File: config.mk
export PLATFORM = sky130hd
export DESIGN_NAME = fclk_divider
export DESIGN_NICKNAME = d
export VERILOG_FILES = /design/src/rtl/fclk_pkg.sv /design/src/rtl/fclk_period_calc.sv /design/src/rtl/fclk_edge_win.sv /design/src/rtl/fclk_divider.sv
export SDC_FILE = /design/constraint.sdc
export NUM_CORES = 1
export LEC_CHECK = 0
export ABC_AREA = 1
export BUFFER_PORTS_ARGS = -buffer_cell sky130_fd_sc_hd__buf_4
export CORE_UTILIZATION = 58
export DETAILED_ROUTE_END_ITERATION = 8
export PLACE_DENSITY = 0.9
export SKIP_CTS_REPAIR_TIMING = 1
export SYNTH_ARGS = -nofsm -noshare
export SYNTH_HDL_FRONTEND = slang
export SYNTH_SLANG_ARGS = --single-unit
File: constraint.sdc
create_clock -name clk_i -period 4.7 [get_ports clk_i]
set_clock_uncertainty 0.2 [all_clocks]
set_input_delay 0.705 -clock clk_i [delete_from_list [all_inputs] [get_ports clk_i]]
set_output_delay 0.705 -clock clk_i [all_outputs]
set_load 0.005 [all_outputs]
File: src/rtl/fclk_pkg.sv
package fclk_pkg;
    parameter int DEF_DIV_W    = 12;
    parameter int DEF_FRAC_W   = 4;
    parameter int DEF_EDGE_W   = 9;
    parameter int DEF_CFG_W    = 32;
    parameter int DEF_FALL_LSB = 16;
    parameter int DEF_RISE_LSB = 0;
endpackage

File: src/rtl/fclk_period_calc.sv
module fclk_period_calc #(
    parameter int DIV_W  = 12,
    parameter int FRAC_W = 4,
    localparam int INT_W = DIV_W - FRAC_W,
    localparam int LEN_W = INT_W + 1
) (
    input  logic [DIV_W-1:0]  div_i,
    input  logic [FRAC_W-1:0] acc_i,
    output logic [LEN_W-1:0]  len_o,
    output logic [FRAC_W-1:0] acc_o
);
    localparam logic [DIV_W-1:0] UNITY = DIV_W'(1) << FRAC_W;

    logic [DIV_W-1:0]  eff;
    logic [FRAC_W:0]   sum;

    always_comb begin
        eff   = (div_i < UNITY) ? UNITY : div_i;
        sum   = {1'b0, acc_i} + {1'b0, eff[FRAC_W-1:0]};
        len_o = {1'b0, eff[DIV_W-1:FRAC_W]} + LEN_W'(sum[FRAC_W]);
        acc_o = sum[FRAC_W-1:0];
    end
endmodule

File: src/rtl/fclk_edge_win.sv
module fclk_edge_win #(
    parameter int HALF_W = 10,
    parameter int EDGE_W = 9
) (
    input  logic [HALF_W-1:0] half_i,
    input  logic [EDGE_W-1:0] rise_i,
    input  logic [EDGE_W-1:0] fall_i,
    output logic              high_o
);
    localparam int CMP_W = (HALF_W > EDGE_W) ? HALF_W : EDGE_W;

    logic [CMP_W-1:0] h, r, f;

    always_comb begin
        h = CMP_W'(half_i);
        r = CMP_W'(rise_i);
        f = CMP_W'(fall_i);
        if (r <= f) high_o = (h >= r) && (h < f);
        else        high_o = (h >= r) || (h < f);
    end
endmodule

File: src/rtl/fclk_divider.sv
module fclk_divider #(
    parameter int DIV_W    = fclk_pkg::DEF_DIV_W,
    parameter int FRAC_W   = fclk_pkg::DEF_FRAC_W,
    parameter int EDGE_W   = fclk_pkg::DEF_EDGE_W,
    parameter int CFG_W    = fclk_pkg::DEF_CFG_W,
    parameter int FALL_LSB = fclk_pkg::DEF_FALL_LSB,
    parameter int RISE_LSB = fclk_pkg::DEF_RISE_LSB
) (
    input  logic             clk_i,
    input  logic             rst_ni,
    input  logic [DIV_W-1:0] div_cfg_i,
    input  logic [CFG_W-1:0] edge_cfg_i,
    input  logic             invert_i,
    output logic             pix_clk_o,
    output logic             tick_o
);
    localparam int INT_W  = DIV_W - FRAC_W;
    localparam int LEN_W  = INT_W + 1;
    localparam int HALF_W = LEN_W + 1;

    typedef struct packed {
        logic [LEN_W-1:0]  cnt;
        logic [LEN_W-1:0]  len;
        logic [FRAC_W-1:0] acc;
        logic [EDGE_W-1:0] rise;
        logic [EDGE_W-1:0] fall;
        logic              hi;
        logic              lo;
        logic              tick;
    } state_t;

    state_t s_d, s_q;

    logic [LEN_W-1:0]  cnt_inc;
    logic              wrap;
    logic [LEN_W-1:0]  nxt_cnt;
    logic [EDGE_W-1:0] rise_use, fall_use;
    logic [LEN_W-1:0]  new_len;
    logic [FRAC_W-1:0] new_acc;
    logic [1:0]        win;

    assign cnt_inc  = s_q.cnt + LEN_W'(1);
    assign wrap     = (cnt_inc == s_q.len);
    assign nxt_cnt  = wrap ? '0 : cnt_inc;
    assign rise_use = wrap ? edge_cfg_i[RISE_LSB +: EDGE_W] : s_q.rise;
    assign fall_use = wrap ? edge_cfg_i[FALL_LSB +: EDGE_W] : s_q.fall;

    fclk_period_calc #(
        .DIV_W (DIV_W),
        .FRAC_W(FRAC_W)
    ) u_calc (
        .div_i(div_cfg_i),
        .acc_i(s_q.acc),
        .len_o(new_len),
        .acc_o(new_acc)
    );

    // slot 0 is the first half of the coming cycle, slot 1 the second half
    for (genvar g = 0; g < 2; g++) begin : g_half
        fclk_edge_win #(
            .HALF_W(HALF_W),
            .EDGE_W(EDGE_W)
        ) u_win (
            .half_i({nxt_cnt, 1'(g)}),
            .rise_i(rise_use),
            .fall_i(fall_use),
            .high_o(win[g])
        );
    end

    always_comb begin
        s_d      = s_q;
        s_d.cnt  = nxt_cnt;
        s_d.tick = wrap;
        s_d.hi   = win[0];
        s_d.lo   = win[1];
        if (wrap) begin
            s_d.len  = new_len;
            s_d.acc  = new_acc;
            s_d.rise = rise_use;
            s_d.fall = fall_use;
        end
    end

    always_ff @(posedge clk_i) begin
        if (!rst_ni) begin
            s_q.cnt  <= '0;
            s_q.len  <= LEN_W'(1);
            s_q.acc  <= '0;
            s_q.rise <= '0;
            s_q.fall <= '0;
            s_q.hi   <= 1'b0;
            s_q.lo   <= 1'b0;
            s_q.tick <= 1'b0;
        end else begin
            s_q <= s_d;
        end
    end

    assign pix_clk_o = (clk_i ? s_q.hi : s_q.lo) ^ invert_i;
    assign tick_o    = s_q.tick;


    tick_start_chk: assert property (@(posedge clk_i) disable iff (!rst_ni)
        tick_o |-> (s_q.cnt == '0));


    tick_single_chk: assert property (@(posedge clk_i) disable iff (!rst_ni)
        (tick_o && s_q.len > LEN_W'(1)) |=> !tick_o);


    cfg_hold_chk: assert property (@(posedge clk_i) disable iff (!rst_ni)
        !wrap |=> ($stable(s_q.len) && $stable(s_q.rise) && $stable(s_q.fall)));


    len_nonzero_chk: assert property (@(posedge clk_i) disable iff (!rst_ni)
        s_q.len != '0);


    bypass_wave_chk: assert property (@(posedge clk_i) disable iff (!rst_ni)
        (s_q.len == LEN_W'(1) && s_q.rise == '0 && s_q.fall == EDGE_W'(1))
        |-> (s_q.hi && !s_q.lo));
endmodule

# After elaboration in Yosys (flattened, before gate mapping)
# Cells that the tools add are included.
# W data, S select, Z words.
[totals] reg_bits=43 romBits=0 mem_bits_rw=0 inputBits=47 n_memories=0 latch_bits=0
[op_classes] bitwise=1 shift=0 reduce_logical=4 n_eq_ne=1 muxes=7 div_mod_pow=0 n_lt_le_gt_ge=6 n_addsub=3 n_mul=0
[op_table] op="$mux W9" n=3
[op_table] op="$ge A10 B9 Y1" n=2
[op_table] op="$lt A10 B9 Y1" n=2
[op_table] op="$lt A12 B5 Y1 const B" n=1
[op_table] op="$mux W12" n=1
[op_table] op="$add A8 B1 Y9" n=1
[op_table] op="$add A9 B1 Y9 const B" n=1
[op_table] op="$eq A9 B9 Y1" n=1
[op_table] op="$le A9 B9 Y1" n=1
[op_table] op="$add A4 B4 Y5" n=1
[op_table] op="$mux W1" n=3
[op_table] op="$logic_and A1 B1 Y1" n=2
[op_table] op="$logic_or A1 B1 Y1" n=2
[op_table] op="$xor A1 B1 Y1" n=1

# Longest topological paths before layout
# Gate-level depths: netlist (run 1).
[logic_depth] ltp_word=6 ltp_mapped=27 mapped_depth_nobuf=25

# By module
# From an unflattened synthesis (run 1), not the netlist that was laid out.
[unflattened] cells_unflattened=653 hier_area_um2=4088.9
[modules_own_cells] module="fclk_divider" area_each_um2=2222.1 instances=1 cells_per_inst=331
[modules_own_cells] module="fclk_edge_win (g_half[1].u_win)" area_each_um2=757.0 instances=1 cells_per_inst=132
[modules_own_cells] module="fclk_edge_win (g_half[0].u_win)" area_each_um2=738.2 instances=1 cells_per_inst=123
[modules_own_cells] module="fclk_period_calc" area_each_um2=371.6 instances=1 cells_per_inst=67

==> flow_results.xml, run 1 <==
<?xml version="1.0" encoding="UTF-8"?>
<metrics>
  <group name="status">
    <metric name="outcome" unit="">complete, no violations</metric>
  </group>
  <group name="placed_design">
    <metric name="post_place_instance_area" unit="mm^2">0.003591</metric>
    <metric name="port_buffers" unit="">34</metric>
    <metric name="final_weighted_congestion_in_routability_driven_placement" unit="">0.9121</metric>
    <metric name="place.detailed.hpwl" unit="um">6006</metric>
  </group>
  <group name="synth">
    <metric name="syn-cell-area" unit="mm^2">0.003297</metric>
    <metric name="synth.lib_cells_used.distinct" unit="">41</metric>
    <metric name="yosys.area.top_type" unit="">sky130_fd_sc_hd__dfxtp_1</metric>
    <metric name="syn-mean-instance-area" unit="um^2">6.687</metric>
    <metric name="post-synth-top-area-fraction" unit="%">26.11</metric>
    <metric name="ys_dominant_reg_cell" unit="">sky130_fd_sc_hd__dfxtp_1</metric>
    <metric name="synth.ff_latch_count" unit="">43</metric>
    <metric name="yosysWarningCount" unit="">0</metric>
    <metric name="synth_top_cells_by_area" unit="">sky130_fd_sc_hd__dfxtp_1, sky130_fd_sc_hd__nand2_1, sky130_fd_sc_hd__ha_1, sky130_fd_sc_hd__inv_1, sky130_fd_sc_hd__nand3_1</metric>
    <metric name="syn-instance-count" unit="">493</metric>
    <metric name="number_of_enable_flip_flop_cells_after_synthesis" unit="">0</metric>
    <metric name="sequential_cell_area_fraction_in_the_yosys_report" unit="%">26.11</metric>
    <metric name="synth.net_count" unit="">569</metric>
    <metric name="postSynth.asyncResetShare" unit="%">0</metric>
  </group>
  <group name="critical_path">
    <metric name="worstPathCellList" unit="">ha_1 -&gt; nand3_1 -&gt; o21bai_2 -&gt; nand2_1 -&gt; nand2_2 -&gt; nand2_2 -&gt; nor2_4 -&gt; nand2_4 -&gt; nor2_8 -&gt; mux2i_1 -&gt; ha_1 -&gt; nand3_1 -&gt; nor2_1 -&gt; nand3_1 -&gt; nor2_1 -&gt; nand2_1 -&gt; a21oi_1 -&gt; nor2_1 -&gt; nand2_1 -&gt; nand2_1 -&gt; inv_1 -&gt; nor2_1</metric>
    <metric name="path_max_fanout" unit="">33</metric>
    <metric name="end_kind" unit="">register</metric>
    <metric name="critical_path.slowest_cell" unit="">sky130_fd_sc_hd__dfxtp_1</metric>
    <metric name="worst-endpoint-required" unit="ns">4.80</metric>
    <metric name="critPathLaunchType" unit="">register</metric>
    <metric name="worst_ep_arrival_time" unit="ns">4.07</metric>
    <metric name="crit_family" unit="">simple AND/OR/NAND/NOR gates</metric>
    <metric name="worstSetupPathType" unit="">register to register</metric>
    <metric name="worstPathBufferInverterCount" unit="">1</metric>
    <metric name="critical_path.max_stage_delay" unit="ns">0.47</metric>
  </group>
  <group name="floorplan">
    <metric name="die_height" unit="um">77.40</metric>
    <metric name="floorplan.initialDensity" unit="%">59.87</metric>
    <metric name="fp-row-count" unit="">27</metric>
    <metric name="design.portCount" unit="">49</metric>
    <metric name="dieArea" unit="mm^2">0.005990</metric>
    <metric name="fp.coreArea" unit="mm^2">0.005507</metric>
    <metric name="floorplan.die.width" unit="um">77.40</metric>
  </group>
  <group name="cells_and_area">
    <metric name="num-nets-final" unit="">604</metric>
    <metric name="antenna_cells" unit="">0</metric>
    <metric name="finished_layout_cell_area" unit="mm^2">0.003765</metric>
    <metric name="drive_gt1_share" unit="%">17.77</metric>
    <metric name="syn_to_layout_area_delta" unit="%">14.19</metric>
  </group>
  <group name="clocking">
    <metric name="cts_tree" unit="">yes</metric>
    <metric name="clk-insertion-delay-late" unit="ns">0.41</metric>
    <metric name="cts.clk_slew.worst_paths" unit="ns">0.09</metric>
  </group>
  <group name="grt">
    <metric name="largest_net_degree_at_the_start_of_global_routing" unit="">34</metric>
    <metric name="antenna_violations_before_repair" unit="">0</metric>
    <metric name="grt.overflow.total" unit="">0</metric>
    <metric name="grt_first_pass_wirelength" unit="um">13630</metric>
    <metric name="first_global_vias" unit="">3166</metric>
    <metric name="globalRouteTotalUtil" unit="%">28.94</metric>
  </group>
  <group name="power">
    <metric name="p_seq_share" unit="%">18.4</metric>
    <metric name="power.density" unit="mW/mm^2">748.6</metric>
    <metric name="max-vdd-ir-drop" unit="mV">0.6474</metric>
    <metric name="power_frac_comb" unit="%">65.8</metric>
    <metric name="netSwitchingPower" unit="mW">1.414</metric>
    <metric name="clockPowerShare" unit="%">15.8</metric>
    <metric name="p_int" unit="mW">1.405</metric>
    <metric name="power.switching_fraction" unit="%">50.16</metric>
    <metric name="total_leakage_power" unit="nW">1.932</metric>
  </group>
  <group name="routing">
    <metric name="detail-route-antenna-nets" unit="">0</metric>
    <metric name="detail_route.iter0.violations" unit="">215</metric>
    <metric name="drt-pass1-iter-count" unit="">5</metric>
    <metric name="route.detailed.wl_per_inst" unit="um">13.06</metric>
    <metric name="post-route-drc-count" unit="">0</metric>
    <metric name="routed-via-count" unit="">3199</metric>
    <metric name="avgViaCountPerCell" unit="">5.323</metric>
    <metric name="route.final.wire_length" unit="um">7847</metric>
  </group>
  <group name="sta">
    <metric name="fin_tns_setup" unit="ns">0</metric>
    <metric name="timing.max_slew.rel_slack" unit="%">33.63</metric>
    <metric name="grt_setup_unrepaired" unit="">false</metric>
    <metric name="worst_slew_pin_slew" unit="ns">0.9944</metric>
    <metric name="report.final.setup_viol" unit="">0</metric>
    <metric name="hold_viol" unit="">0</metric>
    <metric name="period_needed" unit="ns">3.971</metric>
    <metric name="final_max_slew_viol_count" unit="">0</metric>
    <metric name="finalCritPeriodShare" unit="%">84.48</metric>
    <metric name="clock.fmax" unit="MHz">251.9</metric>
  </group>
  <group name="worst_hold_path">
    <metric name="hold_path_class" unit="">register to register</metric>
  </group>
  <group name="job">
    <metric name="cap_violations" unit="">0</metric>
  </group>
</metrics>
[metal layers]
layer / global-route usage [%] / vias up / wire, um
met5: 0 / - / 0
met4: 13.58 / 0 / 118
met3: 8.235 / 13 / 350
met2: 47.35 / 86 / 3751
met1: 34.83 / 1466 / 3626
li1: - / 1634 / -
[power groups by stage]
| stage | registers (mW) | logic, mW | clock network (mW) |
|---|---|---|---|
| 2_1_floorplan | 0.514 | 1.47 | 0.0143 |
| 3_3_place_gp | 0.522 | 1.76 | 0.0230 |
| 3_5_place_dp | 0.527 | 1.81 | 0.0229 |
| 4_1_cts | 0.519 | 1.83 | 0.448 |
| 5_1_grt | 0.529 | 2.11 | 0.471 |
| 6_report | 0.519 | 1.85 | 0.444 |
[flip-flops by register name, summed over array words and instances, names as in the netlist]
signal / flops
s_q: 42
tick_o: 1
[cell type report]
class                      count  area (um^2)
sequential                    43        860.8
timing repair buffer          35        262.8
fill                         460         1742
clock buffer                  10        121.4
tap                           72        90.09
clock inverter                 2        60.06
inverter                      81        304.0
multi-input combinational    358         2066
[synth_stat cells (5+ instances only)]
cell type,count
sky130_fd_sc_hd__nand2_1,103
sky130_fd_sc_hd__inv_1,73
sky130_fd_sc_hd__nor2_1,56
sky130_fd_sc_hd__nand3_1,46
sky130_fd_sc_hd__dfxtp_1,43
sky130_fd_sc_hd__ha_1,28
sky130_fd_sc_hd__a21oi_1,20
sky130_fd_sc_hd__nand2_2,17
sky130_fd_sc_hd__o21ai_0,14
sky130_fd_sc_hd__clkbuf_1,8
sky130_fd_sc_hd__inv_2,8
sky130_fd_sc_hd__nand4_1,7
sky130_fd_sc_hd__nor3_1,7
sky130_fd_sc_hd__xor2_1,7
sky130_fd_sc_hd__nor2_2,6
sky130_fd_sc_hd__mux2i_1,5
sky130_fd_sc_hd__nor2_4,5
[per-stage QoR]
stage | setup WS [ns] | hold WS (ns) | util, % | power (mW) | instances
floorplan | 1.048 | 0.2447 | - | 1.993 | 493
global placement | 0.8914 | 0.2610 | 65.21 | 2.306 | 590
detailed placement | 0.8403 | 0.2697 | 65.21 | 2.362 | 590
CTS | 0.7597 | 0.2829 | 68.37 | 2.798 | 601
global route | 0.4160 | 0.3099 | 68.37 | 3.108 | 601
finish | 0.7295 | 0.2920 | 68.37 | 2.818 | 601
[cells in the final DEF, fill, tap and decap left out, types with 14 or more instances in the layout]
master and n:
sky130_fd_sc_hd__inv_1 73, sky130_fd_sc_hd__nor2_1 56, sky130_fd_sc_hd__ha_1 28, sky130_fd_sc_hd__nand2_2 17
sky130_fd_sc_hd__nand3_1 46, sky130_fd_sc_hd__dfxtp_1 43, sky130_fd_sc_hd__nand2_1 103, sky130_fd_sc_hd__o21ai_0 14
sky130_fd_sc_hd__a21oi_1 20, sky130_fd_sc_hd__buf_4 36
[worst paths after layout]
path | depth (start not counted) | slack [ns] | end | start
max | 22 | 0.73 | s_q[2]$_SDFF_PN0_ | s_q[34]$_SDFF_PN0_
min | 2 | 0.29 | s_q[27]$_SDFFE_PN0P_ | s_q[27]$_SDFFE_PN0P_
max reg2reg | 22 | 0.73 | s_q[2]$_SDFF_PN0_ | s_q[34]$_SDFF_PN0_
min reg2reg | 2 | 0.29 | s_q[27]$_SDFFE_PN0P_ | s_q[27]$_SDFFE_PN0P_
[worst min-delay path: stages (launching register included)]
cell and delay, ns:
sky130_fd_sc_hd__dfxtp_1 0.32, sky130_fd_sc_hd__inv_1 0.07, sky130_fd_sc_hd__a21oi_1 0.06
[kinds of logic (layout without fill, tap and decap cells)]
family | after synthesis | in the layout | share of synthesized area [%]
compound gates | 49 | 49 | 8.501
xor+xnor | 11 | 11 | 2.922
fa+ha+maj | 29 | 29 | 11.23
buf+inv | 92 | 128 | 11.23
flops | 43 | 43 | 26.11
mux | 5 | 5 | 1.518
simple gates | 264 | 264 | 38.48
(Power assumes the default switching activity.)
==> run 2: changes to the inputs <==
Settings changed: CORE_UTILIZATION 58 to 52, PLACE_DENSITY 0.9 to 0.86.
Clock period 4.7 ns to 3.55 ns, I/O delays scaled along.
==> run 2 against run 1 <==
Against the previous run: cell area increased by 7.7%; total power increased by 48%; non-clock buffer count increased by 24; critical endpoint unchanged; largest power group unchanged; highest routed layer unchanged.
==> flow_results.xml, run 2 (synthesis gave the netlist of run 1 again) <==
<?xml version="1.0" encoding="UTF-8"?>
<metrics>
  <group name="critical_path">
    <metric name="crit_family" unit="">simple AND/OR/NAND/NOR gates</metric>
    <metric name="end_kind" unit="">register</metric>
    <metric name="worstSetupPathType" unit="">register to register</metric>
    <metric name="worstSetupStartpoint" unit="">s_q[35]$_SDFF_PN0_</metric>
    <metric name="ff2ff_setup_slack" unit="ns">0.17</metric>
    <metric name="path_max_fanout" unit="">7</metric>
    <metric name="critical_path.max_stage_delay" unit="ns">0.37</metric>
    <metric name="worst_ep_arrival_time" unit="ns">3.48</metric>
    <metric name="worstPathBufferInverterCount" unit="">2</metric>
    <metric name="regToRegStartpoint" unit="">s_q[35]$_SDFF_PN0_</metric>
    <metric name="critPathLaunchType" unit="">register</metric>
    <metric name="worst-endpoint-required" unit="ns">3.66</metric>
    <metric name="critical_path.slowest_cell" unit="">sky130_fd_sc_hd__dfxtp_4</metric>
    <metric name="path_common_cell" unit="">sky130_fd_sc_hd__nand2_1</metric>
    <metric name="worstPathCellList" unit="">ha_4 -&gt; nand2_2 -&gt; nand2_2 -&gt; nand2_1 -&gt; nand2_1 -&gt; nor2_2 -&gt; nand2_1 -&gt; nor2_4 -&gt; nand2_4 -&gt; nor2_8 -&gt; buf_4 -&gt; nor2_1 -&gt; ha_1 -&gt; nand3_1 -&gt; nor2_2 -&gt; nand3_1 -&gt; nor2_2 -&gt; nand2_1 -&gt; a21oi_1 -&gt; nor2_2 -&gt; nand2_1 -&gt; nand2_1 -&gt; inv_1 -&gt; nor2_1</metric>
  </group>
  <group name="floorplan">
    <metric name="floorplan.initialDensity" unit="%">54.71</metric>
    <metric name="fp.coreArea" unit="mm^2">0.006026</metric>
    <metric name="fp-row-count" unit="">28</metric>
    <metric name="dieArea" unit="mm^2">0.006663</metric>
    <metric name="die_height" unit="um">81.63</metric>
    <metric name="design.portCount" unit="">49</metric>
    <metric name="floorplan.die.width" unit="um">81.63</metric>
  </group>
  <group name="grt">
    <metric name="grt-busiest-layer" unit="">met2</metric>
    <metric name="grt.overflow.total" unit="">0</metric>
    <metric name="largest_net_degree_at_the_start_of_global_routing" unit="">30</metric>
    <metric name="groute.layer.met2.usage" unit="%">44.83</metric>
    <metric name="globalRouteTotalUtil" unit="%">26.73</metric>
    <metric name="first_global_vias" unit="">3207</metric>
    <metric name="grt_met1_use" unit="%">32.68</metric>
    <metric name="grt_first_pass_wirelength" unit="um">13520</metric>
    <metric name="antenna_violations_before_repair" unit="">0</metric>
    <metric name="gr-usage-met3" unit="%">5.111</metric>
  </group>
  <group name="sta">
    <metric name="finalCritPeriodShare" unit="%">95.11</metric>
    <metric name="report.final.setup_viol" unit="">0</metric>
    <metric name="period_needed" unit="ns">3.376</metric>
    <metric name="holdWs" unit="ns">0.2011</metric>
    <metric name="final_max_slew_viol_count" unit="">0</metric>
    <metric name="clock.fmax" unit="MHz">296.2</metric>
    <metric name="timing.max_slew.rel_slack" unit="%">75.14</metric>
    <metric name="hold_viol" unit="">0</metric>
    <metric name="worst_slew_pin_slew" unit="ns">0.3720</metric>
  </group>
  <group name="placed_design">
    <metric name="place.detailed.hpwl" unit="um">6462</metric>
    <metric name="port_buffers" unit="">34</metric>
    <metric name="final_weighted_congestion_in_routability_driven_placement" unit="">0.9017</metric>
    <metric name="dpl.cell_count" unit="">614</metric>
  </group>
  <group name="cells_and_area">
    <metric name="utilization" unit="%">67.30</metric>
    <metric name="layout.cells.most_common" unit="">sky130_fd_sc_hd__nand2_1</metric>
    <metric name="syn_to_layout_area_delta" unit="%">23.00</metric>
    <metric name="largest_register_ffs" unit="">42</metric>
    <metric name="num-nets-final" unit="">628</metric>
    <metric name="stdcell_count" unit="">628</metric>
    <metric name="drive_gt1_share" unit="%">26.22</metric>
    <metric name="antenna_cells" unit="">0</metric>
    <metric name="layout.cells.most_common_list" unit="">sky130_fd_sc_hd__nand2_1, sky130_fd_sc_hd__inv_1, sky130_fd_sc_hd__buf_4</metric>
    <metric name="max_flop_register" unit="">s_q</metric>
  </group>
  <group name="power">
    <metric name="max-vdd-ir-drop" unit="mV">0.8705</metric>
    <metric name="power.density" unit="mW/mm^2">1028</metric>
    <metric name="total_leakage_power" unit="nW">2.054</metric>
    <metric name="total_power" unit="mW">4.168</metric>
  </group>
  <group name="clocking">
    <metric name="clk-insertion-delay-late" unit="ns">0.41</metric>
    <metric name="cts_tree" unit="">yes</metric>
    <metric name="cts.clk_slew.worst_paths" unit="ns">0.09</metric>
  </group>
  <group name="status">
    <metric name="outcome" unit="">complete, no violations</metric>
  </group>
  <group name="worst_hold_path">
    <metric name="timing.hold.worst.start" unit="">edge_cfg_i[21]</metric>
    <metric name="hold_path_class" unit="">input pin to register</metric>
  </group>
  <group name="routing">
    <metric name="detail-route-antenna-nets" unit="">0</metric>
    <metric name="avgViaCountPerCell" unit="">5.392</metric>
    <metric name="post-route-drc-count" unit="">0</metric>
    <metric name="route.final.wire_length" unit="um">8627</metric>
    <metric name="routed-via-count" unit="">3386</metric>
    <metric name="route.detailed.wl_per_inst" unit="um">13.74</metric>
    <metric name="detail_route.iter0.violations" unit="">211</metric>
    <metric name="drt-pass1-iter-count" unit="">5</metric>
  </group>
  <group name="job">
    <metric name="cap_violations" unit="">0</metric>
  </group>
</metrics>
run 2: layout make-up:
| class | count | area (um^2) |
|---|---|---|
| clock buffers | 10 | 131.4 |
| flip-flops and latches | 43 | 869.6 |
| repair buffers | 59 | 446.7 |
| inverters | 81 | 306.5 |
| multi-input cells | 358 | 2172 |
| well taps | 75 | 93.84 |
| clock inverters | 2 | 35.03 |
| fillers | 484 | 1971 |
run 2: final timing paths:
kind,end,depth (start not counted)
worst min-delay path,s_q[8]$_SDFFE_PN0P_,3
worst max-delay path,s_q[2]$_SDFF_PN0_,24
worst max register to register,s_q[2]$_SDFF_PN0_,24
worst min register to register,s_q[27]$_SDFFE_PN0P_,2
run 2: worst register-to-register path, cell delays in order (launching register included):
cell and delay [ns]:
sky130_fd_sc_hd__dfxtp_4 0.37, sky130_fd_sc_hd__ha_4 0.17, sky130_fd_sc_hd__nand2_2 0.12, sky130_fd_sc_hd__nand2_2 0.08
sky130_fd_sc_hd__nand2_1 0.07, sky130_fd_sc_hd__nand2_1 0.06, sky130_fd_sc_hd__nor2_2 0.14, sky130_fd_sc_hd__nand2_1 0.11
sky130_fd_sc_hd__nor2_4 0.14, sky130_fd_sc_hd__nand2_4 0.08, sky130_fd_sc_hd__nor2_8 0.20, sky130_fd_sc_hd__buf_4 0.17
sky130_fd_sc_hd__nor2_1 0.08, sky130_fd_sc_hd__ha_1 0.31, sky130_fd_sc_hd__nand3_1 0.10, sky130_fd_sc_hd__nor2_2 0.15
sky130_fd_sc_hd__nand3_1 0.10, sky130_fd_sc_hd__nor2_2 0.12, sky130_fd_sc_hd__nand2_1 0.07, sky130_fd_sc_hd__a21oi_1 0.15
sky130_fd_sc_hd__nor2_2 0.06, sky130_fd_sc_hd__nand2_1 0.05, sky130_fd_sc_hd__nand2_1 0.05, sky130_fd_sc_hd__inv_1 0.05
sky130_fd_sc_hd__nor2_1 0.04
run 2: power by group:
| part | internal, mW | total, mW | switching, mW |
|---|---|---|---|
| sequential | 0.627 | 0.695 | 0.0686 |
| clock | 0.321 | 0.526 | 0.205 |
| combinational | 1.15 | 2.95 | 1.79 |
| total | 2.10 | 4.17 | 2.07 |
run 2: through the flow:
step	TNS, ns	worst slack (ns)	cell area [um^2]
after floorplan	0	0.002908	3298
after global placement	0	0.1522	3752
after detailed placement	0	0.07438	3752
after CTS	-0.07497	-0.07497	3911
after global routing	-0.08557	-0.04854	4055
final	0	0.1737	4055
run 2: metal layers:
layer | part of all wire (%) | vias to the layer above | wire length [um]
met5 | 0 | - | 0
met2 | 49 | 119 | 4251
met4 | 1.7 | 0 | 144
met3 | 5.5 | 13 | 472
met1 | 44 | 1575 | 3759
li1 | - | 1679 | -
